==> config.mk <==
export PLATFORM = sky130hd
export DESIGN_NAME = i2c_byte_master
export DESIGN_NICKNAME = d
export VERILOG_FILES = /design/src/rtl/i2c_byte_master.sv
export SDC_FILE = /design/constraint.sdc
export NUM_CORES = 1
export LEC_CHECK = 0
export BUFFER_PORTS_ARGS = -buffer_cell sky130_fd_sc_hd__buf_2
export CAP_MARGIN = 20
export CORE_MARGIN = 2
export CORE_UTILIZATION = 40
export CTS_CLUSTER_SIZE = 16
export DETAILED_ROUTE_END_ITERATION = 10
export PLACE_DENSITY = 0.61
export SLEW_MARGIN = 20
export SYNTH_ARGS = -nofsm -noshare
export SYNTH_HDL_FRONTEND = slang
export SYNTH_SLANG_ARGS = --single-unit
==> constraint.sdc <==
create_clock -name clk -period 1.65 [get_ports clk]
set_input_delay 0.2475 -clock clk [delete_from_list [all_inputs] [get_ports clk]]
set_output_delay 0.2475 -clock clk [all_outputs]
set_load 0.05 [all_outputs]
==> src/rtl/i2c_byte_master.sv <==
module i2c_byte_master #(
  parameter int QTR_STD  = 312,
  parameter int QTR_FAST = 78
) (
  input  logic        clk,
  input  logic        rst_n,
  input  logic [1:0]  reg_sel,
  input  logic        reg_wr,
  input  logic [31:0] reg_wdata,
  output logic [31:0] reg_rdata,
  input  logic        scl_in,
  input  logic        sda_in,
  output logic        scl_oe,
  output logic        sda_oe,
  output logic        irq
);
  localparam int CW = $clog2(QTR_STD + 1);
  localparam logic [31:0] CTRL_MASK = 32'h065C_6107;

  typedef enum logic [1:0] {S_IDLE, S_START, S_XFER, S_STOP} st_t;

  st_t         st;
  logic [CW-1:0] qcnt;
  logic [1:0]  ph;
  logic [3:0]  bitn;
  logic [7:0]  shreg, dbuf;
  logic [31:0] ctrl;
  logic        tb, own, rs, rd, abit, c_start, c_stop, c_nak, smp, ack_rx;
  logic        f_ack, f_ald, f_ite, f_irf, f_bed, f_msd, f_done, ibb;
  logic        scl_d, sda_d;

  wire ctl_wr = reg_wr && reg_sel == 2'd0;
  wire st_wr  = reg_wr && reg_sel == 2'd1;
  wire ur     = ctl_wr && reg_wdata[10];
  wire launch = ctl_wr && !ur && reg_wdata[3] && !tb && reg_wdata[14] && reg_wdata[13];
  wire refuse = launch && !reg_wdata[0] && !own;
  wire [CW-1:0] qlim = ctrl[8] ? CW'(QTR_FAST - 1) : CW'(QTR_STD - 1);
  wire tick   = st != S_IDLE && qcnt == qlim;
  wire endq   = tick && ph == 2'd3;
  wire sample = tick && st == S_XFER && ph == 2'd2;
  wire lost   = sample && !rd && bitn < 4'd8 && shreg[7] && !sda_in;
  wire ub     = own || st != S_IDLE;
  wire ebb    = ibb || !sda_in || !scl_in;

  always_comb begin
    scl_oe = 1'b0;
    sda_oe = 1'b0;
    case (st)
      S_IDLE:  scl_oe = own;
      S_START: begin scl_oe = ph == 2'd0 && rs; sda_oe = ph[1]; end
      S_XFER:  begin
        scl_oe = !ph[1];
        sda_oe = bitn == 4'd8 ? (rd && !c_nak) : (!rd && !shreg[7]);
      end
      S_STOP:  begin scl_oe = ph == 2'd0; sda_oe = ph != 2'd3; end
      default: ;
    endcase
  end

  always_comb begin
    case (reg_sel)
      2'd0: reg_rdata = ctrl | {28'd0, tb, 3'd0};
      2'd1: reg_rdata = {4'd0, f_done, f_msd, 3'd0, f_bed, 1'b0, f_irf, f_ite, f_ald,
                         ebb, ibb, ub, f_ack, 14'd0};
      2'd2: reg_rdata = {24'd0, dbuf};
      default: reg_rdata = {30'd0, scl_in, sda_in};
    endcase
  end

  assign irq = (f_ald & ctrl[18]) | (f_ite & ctrl[19]) | (f_irf & ctrl[20]) |
               (f_bed & ctrl[22]) | (f_msd & ctrl[25]);

  always_ff @(posedge clk or negedge rst_n) begin
    if (!rst_n) begin
      scl_d <= 1'b1; sda_d <= 1'b1; ibb <= 1'b0;
    end else begin
      scl_d <= scl_in;
      sda_d <= sda_in;
      if (ur) ibb <= 1'b0;
      else if (scl_d && scl_in && sda_d && !sda_in) ibb <= 1'b1;
      else if (scl_d && scl_in && !sda_d && sda_in) ibb <= 1'b0;
    end
  end

  always_ff @(posedge clk or negedge rst_n) begin
    if (!rst_n) begin
      st <= S_IDLE; qcnt <= '0; ph <= 2'd0; bitn <= 4'd0;
      shreg <= 8'd0; dbuf <= 8'd0; ctrl <= 32'd0;
      tb <= 1'b0; own <= 1'b0; rs <= 1'b0; rd <= 1'b0; abit <= 1'b0;
      c_start <= 1'b0; c_stop <= 1'b0; c_nak <= 1'b0; smp <= 1'b0; ack_rx <= 1'b0;
      f_ack <= 1'b0; f_ald <= 1'b0; f_ite <= 1'b0; f_irf <= 1'b0;
      f_bed <= 1'b0; f_msd <= 1'b0; f_done <= 1'b0;
    end else if (ur) begin
      st <= S_IDLE; qcnt <= '0; ph <= 2'd0; bitn <= 4'd0;
      shreg <= 8'd0; dbuf <= 8'd0; ctrl <= 32'd0;
      tb <= 1'b0; own <= 1'b0; rs <= 1'b0; rd <= 1'b0; abit <= 1'b0;
      c_start <= 1'b0; c_stop <= 1'b0; c_nak <= 1'b0; smp <= 1'b0; ack_rx <= 1'b0;
      f_ack <= 1'b0; f_ald <= 1'b0; f_ite <= 1'b0; f_irf <= 1'b0;
      f_bed <= 1'b0; f_msd <= 1'b0; f_done <= 1'b0;
    end else begin
      if (ctl_wr) ctrl <= reg_wdata & CTRL_MASK;
      if (reg_wr && reg_sel == 2'd2) dbuf <= reg_wdata[7:0];
      if (st_wr) begin
        if (reg_wdata[14]) f_ack  <= 1'b0;
        if (reg_wdata[18]) f_ald  <= 1'b0;
        if (reg_wdata[19]) f_ite  <= 1'b0;
        if (reg_wdata[20]) f_irf  <= 1'b0;
        if (reg_wdata[22]) f_bed  <= 1'b0;
        if (reg_wdata[26]) f_msd  <= 1'b0;
        if (reg_wdata[27]) f_done <= 1'b0;
      end
      if (st != S_IDLE) qcnt <= tick ? '0 : qcnt + 1'b1;
      if (tick) ph <= ph + 2'd1;

      if (refuse) begin
        f_bed <= 1'b1;
      end else if (launch) begin
        tb <= 1'b1; qcnt <= '0; ph <= 2'd0; bitn <= 4'd0; shreg <= dbuf;
        c_start <= reg_wdata[0]; c_stop <= reg_wdata[1]; c_nak <= reg_wdata[2];
        if (reg_wdata[0]) begin
          st <= S_START; rs <= own; own <= 1'b1; rd <= 1'b0; abit <= dbuf[0];
        end else begin
          st <= S_XFER;
        end
      end

      case (st)
        S_START: if (endq) st <= S_XFER;
        S_XFER: begin
          if (sample) smp <= sda_in;
          if (sample && bitn == 4'd8) ack_rx <= sda_in;
          if (lost) begin
            st <= S_IDLE; own <= 1'b0; tb <= 1'b0; f_ald <= 1'b1;
          end else if (endq) begin
            if (bitn < 4'd8) begin
              shreg <= {shreg[6:0], smp};
              bitn  <= bitn + 4'd1;
              if (bitn == 4'd7 && rd) begin
                dbuf <= {shreg[6:0], smp};
                f_irf <= 1'b1;
              end
            end else begin
              bitn <= 4'd0;
              if (c_start) rd <= abit;
              if (!rd) begin f_ack <= ack_rx; f_ite <= 1'b1; end
              if (!rd && ack_rx) begin
                f_bed <= 1'b1; st <= S_STOP;
              end else if (c_stop) begin
                st <= S_STOP;
              end else begin
                st <= S_IDLE; tb <= 1'b0; f_done <= 1'b1;
              end
            end
          end
        end
        S_STOP: if (endq) begin
          st <= S_IDLE; own <= 1'b0; tb <= 1'b0; f_done <= 1'b1;
          if (ctrl[26]) f_msd <= 1'b1;
        end
        default: ;
      endcase
    end
  end
endmodule

* Yosys cells after proc, flatten, opt, wreduce, memory -nomap -nowiden *
Index checks and enable logic that the tools add are counted.

cells by class
  add/subtract/negate cells = 3
  $mul = 0
  divide/modulo/power cells = 0
  order comparisons = 1
  equal/unequal tests = 12
  shifts and indexed selects = 0
  mux-type cells = 155
  bitwise gates (word level) = 10
  reductions and logical operators = 59

operators by type and width
  operator               count
  $mux W8                14
  $mux W1                104
  $pmux W32 S3           1
  $mux W32               2
  $mux W9                6
  $or A32 B4 Y32         1
  $logic_and A1 B1 Y1    30
  $mux W2                15
  $mux W4                7
  $reduce_bool A2 Y1     7
  $logic_not A1 Y1       11
  $eq A2 B2 Y1 const B   5
  $add A9 B1 Y9 const B  1
  $eq A9 B9 Y1           1
  $logic_not A2 Y1       3
  $pmux W1 S2            3
  $pmux W2 S3            1
  $reduce_and A2 Y1      3
  $and A1 B1 Y1          5
  $add A4 B1 Y4 const B  1
  $eq A2 B1 Y1 const B   2
  $eq A4 B3 Y1 const B   1
  $eq A4 B4 Y1 const B   1
  $lt A4 B4 Y1 const B   1
  other kinds (8)        14

word-level totals
  register bits after elaboration = 85
  bits in latches = 0
  memory bits (writable) = 0
  memory bits (read-only) = 0
  output and inout bits = 35
  memories = 0

* Longest topological paths before layout *
  word-level depth = 19
  gate-level depth with buffers = 7
  depth with buffers taken out = 6

* Worst setup path after synthesis *
OpenSTA, ideal clock, no wires.

  path kind = register -> output
  from = reg st[0]
  to = out sda_oe
  arrival time = 1,787 ps
  data required time = 1,402 ps
  setup slack = -385 ps
  stages on the path, launching flop included = 4
  buffers on the path = 1
  cell sequence = dfrtp_1 > buf_2 > inv_1 > o32ai_1

between the ends
  longest elaborated chain between the ends = 2

ends and longest elaborated chain
  item                                          RTL line  text
  start, declared                               22        st_t st;
  start signal, assigned                        87        st <= S_IDLE; qcnt <= '0; ph <= 2'd0; bitn <= 4'd0;
  start signal, assigned                        94        st <= S_IDLE; qcnt <= '0; ph <= 2'd0; bitn <= 4'd0;
  start signal, assigned                        121       st <= S_START; rs <= own; own <= 1'b1; rd <= 1'b0; abit <= dbuf[0];
  $eq A2 B2 Y1 or $eq A2 B1 Y1 (tied branches)  48        case (st)
  $pmux W1 S3 *                                 48
  end, declared                                 14        output logic sda_oe,

Mark *: on every way between the ends. The rest lies on a longest branch, timed or not.

* Final worst setup path *
  from = reg bitn[1]
  to = out sda_oe

between the ends
  longest elaborated chain between the ends = 3

ends and longest elaborated chain
  item                    RTL line  text
  start, declared         25        logic [3:0] bitn;
  start signal, assigned  137       bitn <= bitn + 4'd1;
  $eq A4 B4 Y1            53        sda_oe = bitn == 4'd8 ? (rd && !c_nak) : (!rd && !shreg[7]);
  $mux W1                 53
  $pmux W1 S3             48

Every way passes these cells.

==> impl_metrics.csv <==
group,metric,value,unit
outcome,status,"complete, but fails checks",
outcome,violations,"setup timing",
yosys,yosysTopAreaCellShare,42.0,%
route,wl_per_cell,17.2,um
worst_setup_path,endpoint_kind,"output port",
power,power.switching,1.26,mW
clock_network,cts_tree,"yes",
final_layout,nNetsFinal,596,
yosys,synth_ff_type,"dfrtp_1",
clock_network,htree_num_levels,3,
clock_network,clk_latency,0.36,ns
route,vias,3580,
worst_setup_path,cp.arrival,1.81,ns
power,ir_drop,0.402,mV
placed_design,gp_congestion,0.863,
floorplan,start_util,40.9,%
route,wl_met3,330,um
clock_network,ctsLongestPathBuffers,2,
worst_setup_path,worstPathRequired,1.40,ns
yosys,synth_seq_area_share,43.4,%
timing,rsz0062_at_grt,"true",
timing,tightest_slew,0.559,ns
yosys,synthTopCellsByArea,"dfrtp_1, mux2i_1, nand2_1",
placed_design,placedCellCount,624,
final_layout,diodes,0,
floorplan,die_height,101,um
timing,worst_slack,-0.411,ns
worst_setup_path,endpoint,"sda_oe",
power,p_leak,2.57,nW
yosys,yosys.area_share.simple,22.1,%
final_layout,finish.utilization,60.8,%
yosys,synth_compound_area_share,16.3,%
yosys,synth_commonest_cells,"dfrtp_1, nand2_1, nor2_1",
worst_setup_path,cp_top_family,"compound AO/OA/AOI/OAI gates",
route,drt-total-wl,11500,um
grt,gr-total-overflow,0,
run,cap_violations,0,
timing,report.final.slew_viol_count,0,
placed_design,dpl-instance-area,4700,sq um
timing,max_freq,0.485,GHz
yosys,synth_cells,405,
yosys,synth_adder_area_share,2.00,%
yosys,syn_area,3760,sq um
placed_design,port_buffers,49,
power,p_clk_share,34.4,%
route,ant_nets,0,
worst_setup_path,cp-start-kind,"flop",
floorplan,fp.coreArea,9200,sq um
worst_setup_path,worstSetupPathType,"reg2out",
floorplan,design.die.area,10200,sq um
hold_path,hp-class,"in2reg",
route,drt_pre_antenna_iters,4,
timing,finalClockSkew,0.0118,ns
worst_setup_path,rrSetupSlack,-0.27,ns
placed_design,dp.final_hpwl,7650,um
yosys,synth_mux_area_share,7.83,%
final_layout,fillers,770,
floorplan,die_w,101,um
yosys,synth_top_family_by_area,"simple AND/OR/NAND/NOR gates",
yosys,synth_cell_types,62,
clock_network,cts_made_buffers,9,
timing,final.min_clock_period,2.06,ns
clock_network,root_buffer,"clkbuf_8",
timing,fin_crit_sh,125,%
yosys,yosys_warnings,0,
yosys,yosysTopAreaCell,"dfrtp_1",
grt,antenna_found_initial,0,
yosys,synth_xor_area_share,2.33,%
final_layout,drive_above_1_share,48.6,%
power,power_density,683,nW/um^2
worst_setup_path,crit_chain,"inv_1 -> ha_2 -> nand3b_1 -> nor2_2 -> a221oi_2 -> o32ai_2 -> buf_6",
route,wl_met1,5250,um
timing,timing.hold.ws,0.0232,ns
worst_setup_path,cp.depth,7,
power,p_int,2.55,mW
floorplan,row_count,35,
worst_setup_path,critPathLaunch,"bitn[1]",
clock_network,clk_pin_slew,0.09,ns
worst_setup_path,slowest_delay,0.35,ns
yosys,syn_avg_cell_area,9.28,sq um
worst_setup_path,cp_max_fo,3,
yosys,yosysMostFrequentCell,"dfrtp_1",
grt,grt.total_usage,23.4,%
route,viasPerCell,5.37,
grt,first_global_vias,3599,
worst_setup_path,cp_slowest_cell,"dfrtp_1",
clock_network,cts_sinks,65,
final_layout,syn_to_final_growth,48.7,%
final_layout,final_cells,667,
worst_setup_path,ff2ff_path_depth,9,
power,total_power,3.82,mW
yosys,synth-seq-cells,65,
power,pwr-share-seq,46.8,%
yosys,synth_edf_count,0,
route,highest_layer,"met4",
power,combPwrFrac,18.9,%
timing,relSlewSlack,62.3,%
power,switching_share,33.1,%
timing,setup_tns,-6.47,ns
route,met2_length,5610,um
worst_setup_path,path_buf_inv,2,
placed_design,dp_slack,-0.252,ns
worst_setup_path,r2r-end,"smp",
floorplan,io_pins,74,
route,drc,0,
yosys,synthArstFlopShare,100,%
timing,hold_viol,0,
grt,grt_pass1_wl,18600,um
worst_setup_path,timing.rr.start,"qcnt[5]",
final_layout,final_cell_area,5590,sq um
grt,grt_max_degree,26,
route,drt_iter0_markers,151,
timing,setup_viol,48,
cell type report:
cell class / instances / area, sq um / share of cell area, %
clock inverter: 7 / 58.8 / 1.05
tap: 111 / 139 / 2.49
inverter: 8 / 30.0 / 0.537
clock buffer: 9 / 124 / 2.22
sequential: 65 / 1630 / 29.2
multi-input combinational: 308 / 2350 / 42.1
timing repair buffer: 159 / 1260 / 22.5
sequential cells by signal, indices dropped and copies added (netlist names), 2 cells and up:
signal,count
ph,2
dbuf,8
qcnt,9
ctrl,12
st,2
shreg,8
bitn,4
power groups by stage:
stage / registers (mW) / logic [mW] / clock network, mW
5_1_grt: 1.80 / 0.780 / 1.42
2_1_floorplan: 1.79 / 0.436 / 0
6_report: 1.79 / 0.719 / 1.31
4_1_cts: 1.78 / 0.707 / 1.34
3_5_place_dp: 1.82 / 0.648 / 0
3_3_place_gp: 1.81 / 0.634 / 0
worst register-to-register path, delay by kind of cell, from the launching register on:
| family | cells | cell delay, ns |
|---|---|---|
| AO/OA/AOI/OAI | 3 | 0.40 |
| buffers and inverters | 4 | 0.56 |
| flip-flops | 1 | 0.39 |
| AND/OR/NAND/NOR | 2 | 0.44 |
timing repair:
item	in CTS	in global routing
cloned	3	0
setup endpoints to repair	50	52
hold buffers	1	0
pin swaps	41	28
hold endpoints to repair	16	0
setup buffers	17	12
resized for setup	100	35
cells by family after synthesis:
logic type	count (synthesis)
other	1
and+or+nand+nor	159
adders and majority gates	6
buffers and inverters	42
AOI/OAI and AO/OA	93
DFF	65
muxes	29
xor gates and xnor gates	10
routing by layer:
metal	up-vias	GRT usage, %
met5	-	0
met4	0	8.63
met3	20	3.19
met2	76	38.6
met1	1776	31.4
li1	1708	-
cells in the final DEF, fill, tap and decap left out, drive strengths merged, types with 3 or more instances in the layout:
master | Yosys | layout
o21ai | 28 | 28
a211oi | 10 | 10
a21oi | 20 | 20
a22o | 4 | 4
nor2 | 40 | 40
ha | 6 | 6
xnor2 | 5 | 5
inv | 8 | 12
nand3 | 11 | 11
mux2i | 26 | 26
xor2 | 5 | 5
nand2b | 11 | 11
a31oi | 4 | 4
and2 | 10 | 10
conb | 1 | 11
o21a | 4 | 4
dfrtp | 63 | 63
nor3 | 4 | 4
nor4b | 3 | 3
o211ai | 4 | 4
buf | 25 | 158
mux2 | 3 | 3
nand2 | 48 | 48
clkbuf | 9 | 9
nor2b | 3 | 3
or3b | 3 | 3
nand4 | 6 | 6
and3 | 7 | 7
nor4 | 3 | 3
worst min-delay path by stage:
stage	start	end	slack [ns]	cells past startpoint
floorplan	rst_n	abit	-0.05	0
global placement	rst_n	qcnt[6]	0.24	1
detailed placement	rst_n	qcnt[6]	0.24	1
CTS	scl_in	scl_d	0.02	1
global route	scl_in	scl_d	0.02	1
finish	scl_in	scl_d	0.02	1
Power figures use the tool's default switching activity.
